`src/rtl/tdm_slot_demux.sv`:
```
module tdm_slot_demux #(
  parameter int NUM_CH   = 4,
  parameter bit SEP_SYNC = 1'b0
) (
  input  logic              clk,
  input  logic              rst,
  input  logic              ser_data,
  input  logic              frame_sync,
  output logic              bit_out,
  output logic [NUM_CH-1:0] ch_en
);
  localparam int CW = $clog2(NUM_CH) + 1;
  localparam logic [CW-1:0] CH_TOP = '1;

  logic [2:0]    bit_idx;
  logic [CW-1:0] slot_idx;
  logic          aligned;
  logic          mute;

  always_ff @(posedge clk or posedge rst) begin
    if (rst) begin
      bit_idx  <= '0;
      slot_idx <= '0;
      aligned  <= 1'b0;
    end else if (frame_sync) begin
      bit_idx  <= '0;
      slot_idx <= '0;
      aligned  <= 1'b1;
    end else begin
      bit_idx <= bit_idx + 3'd1;
      if (bit_idx == 3'd7 && slot_idx != CH_TOP)
        slot_idx <= slot_idx + 1'b1;
    end
  end

  assign mute    = !aligned || (SEP_SYNC && frame_sync);
  assign bit_out = ser_data;

  for (genvar i = 0; i < NUM_CH; i++) begin : g_dec
    assign ch_en[i] = !mute && (slot_idx == CW'(i));
  end
endmodule

```
`config.mk`:
```
export PLATFORM = sky130hd
export DESIGN_NAME = tdm_slot_demux
export DESIGN_NICKNAME = d
export VERILOG_FILES = /design/src/rtl/tdm_slot_demux.sv
export SDC_FILE = /design/constraint.sdc
export NUM_CORES = 1
export LEC_CHECK = 0
export CAP_MARGIN = 15
export CELL_PAD_IN_SITES_DETAIL_PLACEMENT = 2
export CELL_PAD_IN_SITES_GLOBAL_PLACEMENT = 2
export CORE_MARGIN = 10
export CORE_UTILIZATION = 27
export DETAILED_ROUTE_END_ITERATION = 12
export GPL_TIMING_DRIVEN = 0
export MAX_ROUTING_LAYER = met4
export PLACE_DENSITY = 0.74
export SLEW_MARGIN = 20
export SYNTH_ARGS = -nofsm -noshare
export SYNTH_HDL_FRONTEND = slang
export SYNTH_SLANG_ARGS = --single-unit
```
`constraint.sdc`:
```
create_clock -name clk -period 1.5 [get_ports clk]
set_clock_uncertainty 0.1 [all_clocks]
set_input_delay 0.3 -clock clk [delete_from_list [all_inputs] [get_ports clk]]
set_output_delay 0.3 -clock clk [all_outputs]
set_load 0.02 [all_outputs]
```
==> results by group, run 1 <==
Critical path
  • Worst path required time: 1.57 ns
  • Crit path DAT: 1.75 ns
  • CP Max Fanout: 3
  • CP max stage delay: 0.49 ns
  • CP max stage cell: or4b_4
  • CP Launch Type: register
  • CP most frequent cell: ha_4
  • Crit. End Element: register
  • Worst-path cell chain: ha_4 > buf_4 > ha_4 > or4b_4 > o31ai_4
  • Crit path kind: reg -> reg

Clock tree
  • Clock transition at path regs: 0.05 ns
  • Clk sinks: 7
  • Maximum clock insertion buffer count: 2
  • CTS Hold Bufs: 0
  • CTS tree: yes
  • Clock Latency Late Sink: 0.26 ns
  • Total CTS buffers: 3
  • H-tree depth: 1
  • Clk root buf: clkbuf_4

STA
  • Max Freq: 0.5935 GHz
  • Pins Over Slew Limit: 0
  • Post-route setup slack: -0.1850 ns
  • Post-route setup TNS: -0.8662 ns
  • Final Critical Period: 1.685 ns
  • Least-Margin Pin Slew: 0.2791 ns
  • Final critical-path share of the clock period: 112.3%
  • Hold Slack: 0.1508 ns
  • RSZ-0062 raised after global routing: yes
  • Max transition margin: 81.37%
  • # setup viols final: 6
  • Final hold violations: 0

Synthesis
  • Cell taking the most area after synthesis: dfrtp_1
  • Share of the synthesized area in the top cell type: 40.35%
  • Net Count, Synth: 50
  • Top post-synthesis cells by area: dfrtp_1 (40%), ha_1 (23%), and2b_2 (6.1%)
  • Register bit total from synthesis: 7
  • Synthesized instance count: 38
  • Library cells used by synthesis: 14
  • Synthesized area: 434.2 sq um
  • Register area share after synthesis: 40.35%
  • Yosys warns: 0
  • Synthesized area per cell: 11.43 sq um

Global route
  • Total gr overflow: 0
  • Total GRT Usage: 6.337%
  • Largest net degree at the start of global routing: 11
  • Initial antenna violation count: 0
  • Number of global-route vias before repair: 374
  • First-pass GRT wire length: 1.649 mm

Routing
  • Via count: 320
  • DRT iter0 DRCs: 0
  • Wire per inst: 15.57 microns
  • DRC Markers: 0
  • Routed Antenna Nets: 0
  • Drt first pass iters: 1
  • WL final: 1.090 mm
  • Routed vias/inst: 4.571

Run status
  • Status: complete, but fails checks
  • Failing checks: negative setup slack

Pwr
  • P_leak: 0.3215 nW
  • Power per standard cell area: 566.0 mW/mm^2
  • Max IR drop VDD: 0.0003977 V

Worst hold path
  • HP Class: in -> reg

Place
  • Detail Placement HPWL: 691.5 microns
  • Port Buf Inserts: 6
  • GPL Wtd Cong: 0.6316

Job
  • MaxCap Viol Count: 0

Finish
  • Share of cells above drive strength 1: 75.93%
  • Post-layout util: 48.67%
  • Ant. Diodes: 0
  • Nets@finish: 67
  • Area delta synth->final: 68.88%

Die
  • Die area: 0.003612 sq mm
  • Starting Density: 28.82%
  • Die height: 60.10 microns
  • Row count: 14
  • Die W: 60.10 microns
  • Ports: 9
  • Core region area: 0.001506 sq mm
## critical path: cells and delay by family (launching register included)
family                   cells  cell delay (ns)
flip-flops                   1             0.45
AND/OR/NAND/NOR              1             0.49
AO/OA/AOI/OAI                1             0.07
adder cells (fa/ha/maj)      2             0.36
buffers and inverters        1             0.13
## synthesized netlist by cell type
cell type,count
inv_1,4
buf_4,1
nor2_1,2
nor2b_1,2
or2_2,1
buf_6,1
ha_1,8
and2b_2,3
and2_1,4
dfrtp_1,7
nand4bb_1,1
o31ai_1,2
or4b_1,1
mux2_2,1
## power breakdown
| part | switching, mW | internal, mW | total, mW | leakage [nW] |
|---|---|---|---|---|
| clock | 0.0762 | 0.102 | 0.178 | 0.0150 |
| sequential | 0.00304 | 0.195 | 0.199 | 0.0867 |
| combinational | 0.0181 | 0.0203 | 0.0383 | 0.220 |
## sequential cells by signal (all words and copies together), names as in the netlist
register and cells:
aligned 1, bit_idx 3, slot_idx 3
## final timing paths
| path | depth (start not counted) | slack [ns] | from | end |
|---|---|---|---|---|
| worst max-delay path | 5 | -0.18 | slot_idx[1] | slot_idx[2] |
| worst min-delay path | 2 | 0.15 | frame_sync | bit_idx[0] |
| worst max register to register | 5 | -0.18 | slot_idx[1] | slot_idx[2] |
| worst min register to register | 1 | 0.34 | bit_idx[0] | bit_idx[0] |
| max in group asynchronous | 2 | 0.89 | rst | slot_idx[1] |
| min in group asynchronous | 2 | 0.18 | rst | bit_idx[2] |
## cells in the final DEF, fill, tap and decap left out, drive strengths merged
| cell | synthesis | layout |
|---|---|---|
| and2b | 3 | 3 |
| or4b | 1 | 1 |
| or2 | 1 | 1 |
| nor2 | 2 | 2 |
| buf | 2 | 12 |
| nand4bb | 1 | 1 |
| and2 | 4 | 4 |
| inv | 4 | 4 |
| dfrtp | 7 | 7 |
| nor2b | 2 | 2 |
| clkbuf | 0 | 4 |
| clkdlybuf4s50 | 0 | 2 |
| o31ai | 2 | 2 |
| ha | 8 | 8 |
| mux2 | 1 | 1 |
## routing by layer
layer,share of wire [%],vias to the layer above,track usage [%]
met5,0,-,-
met4,1.8,0,4.808
met3,6.2,2,2.331
met2,56,9,10.88
met1,36,156,5.476
li1,-,153,-
## stage by stage
step	std cells	power, mW	instance area (sq um)	worst slack, ns
after CTS	69	0.4196	616.8	-0.1910
after global routing	70	0.4404	733.2	-0.2322
after floorplan	38	0.2233	436.7	-0.03997
after detailed placement	60	0.2368	516.7	-0.3682
after global placement	60	0.2330	516.7	-0.3453
final	70	0.4150	733.2	-0.1850
## cell families (layout without fill, tap and decap cells)
group | after synthesis | after routing | synth area share [%]
fa+ha+maj | 8 | 8 | 23.06
flops | 7 | 7 | 40.35
compound gates | 2 | 2 | 3.457
mux | 1 | 1 | 2.593
simple gates | 14 | 14 | 22.77
buf+inv | 6 | 22 | 7.780
## timing repair
| item | CTS | global route |
|---|---|---|
| buffers inserted | 5 | 1 |
| resized for setup | 31 | 27 |
| pin swaps | 2 | 4 |
| endpoints found under the setup margin | 6 | 7 |
## area by class of cell
class,count,area (sq um)
Clock buffer,4,26.28
Buffer,2,18.77
Fill cell,155,773.2
Tap cell,16,20.02
Multi-Input combinational cell,25,349.1
Sequential cell,7,177.7
Timing Repair Buffer,12,121.4
Inverter,4,20.02
Power figures use the tool's default switching activity.
==> run 2: changes to the inputs <==
Settings changed: SKIP_CTS_REPAIR_TIMING set to 1.
==> run 2 against run 1 <==
Compared with the run above: the flow still finishes with violations (negative setup slack); utilization shrank 6.7 points; clock power shrank 2%; critical path depth shrank 1; register-to-register slack gained 0.04 ns; combinational power shrank 8.6%; clock-buffer cell count is the same; largest power group unchanged.
==> results by group, run 2 (synthesis gave the netlist of run 1 again) <==
Pwr
  • P_leak: 0.2968 nW
  • Max IR drop VDD: 0.0003784 V
  • Power per standard cell area: 645.5 mW/mm^2

Finish
  • Area delta synth->final: 45.53%
  • Commonest non-fill, non-tap cell in the layout: dfrtp_1
  • Ant. Diodes: 0
  • Final instance area: 631.9 sq um
  • Largest registers: bit_idx: 3 flops, slot_idx: 3 flops, aligned: 1 flops
  • Nets@finish: 65
  • Final non-filler cell total: 68
  • Commonest non-fill, non-tap cells in the layout: dfrtp_1 (6), buf_6 (5), ha_4 (4), ha_1 (4), buf_4 (4)
  • Share of cells above drive strength 1: 51.92%
  • Post-layout util: 41.94%

STA
  • # setup viols final: 6
  • Least-Margin Pin Slew: 0.2850 ns
  • Pins Over Slew Limit: 0
  • Max Freq: 0.5922 GHz
  • Hold Slack: 0.1343 ns
  • Max transition margin: 80.98%
  • Final hold violations: 0
  • Post-route setup TNS: -0.7961 ns
  • Final Critical Period: 1.689 ns
  • Final critical-path share of the clock period: 112.6%
  • RSZ-0062 raised after global routing: yes
  • Post-route setup slack: -0.1885 ns

Die
  • Row count: 14
  • Core region area: 0.001506 sq mm
  • Starting Density: 28.82%
  • Ports: 9
  • Die area: 0.003612 sq mm
  • Die height: 60.10 microns
  • Die W: 60.10 microns

Global route
  • Met1 Resource Use GR: 4.887%
  • Number of global-route vias before repair: 335
  • Total gr overflow: 0
  • Largest net degree at the start of global routing: 11
  • First-pass GRT wire length: 1.442 mm
  • Routing usage on met3: 2.119%
  • Grt met2 use: 9.412%
  • Total GRT Usage: 5.645%
  • Grt peak-use layer: met2
  • Initial antenna violation count: 0

Critical path
  • CP Max Fanout: 4
  • Worst-path cell chain: ha_4 > ha_4 > and2_4 > buf_6
  • CP max stage delay: 0.44 ns
  • Crit. End Element: output port
  • Crit-path leading delay family: flip-flops
  • CP Launch Type: register
  • WP buf/inv: 1
  • CP max stage cell: dfrtp_2
  • CP most frequent cell: ha_4
  • R2r endpoint: slot_idx[2]
  • Worst path required time: 1.10 ns
  • Crit path kind: reg -> out
  • Worst reg2reg path depth: 4
  • R2R Setup Slk: -0.14 ns
  • Crit path DAT: 1.29 ns
  • Reg2Reg Launch Point: slot_idx[0]

Place
  • GPL Wtd Cong: 0.6316
  • Placed instance count: 60
  • Area after DPL: 516.7 sq um
  • Port Buf Inserts: 6
  • Detail Placement HPWL: 691.5 microns

Clock tree
  • H-tree depth: 1
  • Maximum clock insertion buffer count: 2
  • Clock transition at path regs: 0.05 ns
  • Clk root buf: clkbuf_4
  • CTS tree: yes
  • Total CTS buffers: 3
  • Clk sinks: 7
  • Clock Latency Late Sink: 0.25 ns

Run status
  • Failing checks: negative setup slack
  • Status: complete, but fails checks

Worst hold path
  • Hold endpoint: bit_idx[0]
  • HP Class: in -> reg
  • HP Start: frame_sync
  • Worst hold stages: 2

Routing
  • Drt first pass iters: 1
  • Routed Antenna Nets: 0
  • DRC Markers: 0
  • Wire per inst: 14.51 microns
  • DRT iter0 DRCs: 0
  • WL final: 987 microns
  • Via count: 305
  • Routed vias/inst: 4.485

Job
  • MaxCap Viol Count: 0
run 2: per-stage QoR:
stage	worst slack, ns	power, mW
global placement	-0.3453	0.2330
detailed placement	-0.3682	0.2368
floorplan	-0.03997	0.2233
global route	-0.2496	0.4412
CTS	-0.6507	0.4176
finish	-0.1885	0.4079
run 2: metal layers:
layer	vias to the layer above	part of all wire (%)
li1	151	-
met1	143	41
met2	9	51
met3	2	5.8
met4	0	1.9
met5	-	0
run 2: worst max-delay path by stage:
stage,start,end,slack [ns],cells after the start
3_3_place_gp,slot_idx[0],ch_en[3],-0.35,4
4_1_cts,slot_idx[0],ch_en[3],-0.65,4
6_report,slot_idx[0],ch_en[3],-0.19,4
5_1_grt,slot_idx[1],ch_en[3],-0.25,4
3_5_place_dp,slot_idx[0],ch_en[3],-0.37,4
2_1_floorplan,slot_idx[0],slot_idx[2],-0.04,4
run 2: power by group:
group	total, mW	internal, mW	switching (mW)
combinational	0.0350	0.0190	0.0159
clock	0.174	0.102	0.0726
sequential	0.199	0.196	0.00296
total	0.408	0.316	0.0915
run 2: cell type report:
class	instances	area, sq um
timing repair buffer	10	92.59
inverter	4	15.01
multi-input combinational	25	282.8
tap	16	20.02
buffer	2	18.77
fill	161	874.6
clock buffer	4	26.28
sequential	7	176.4
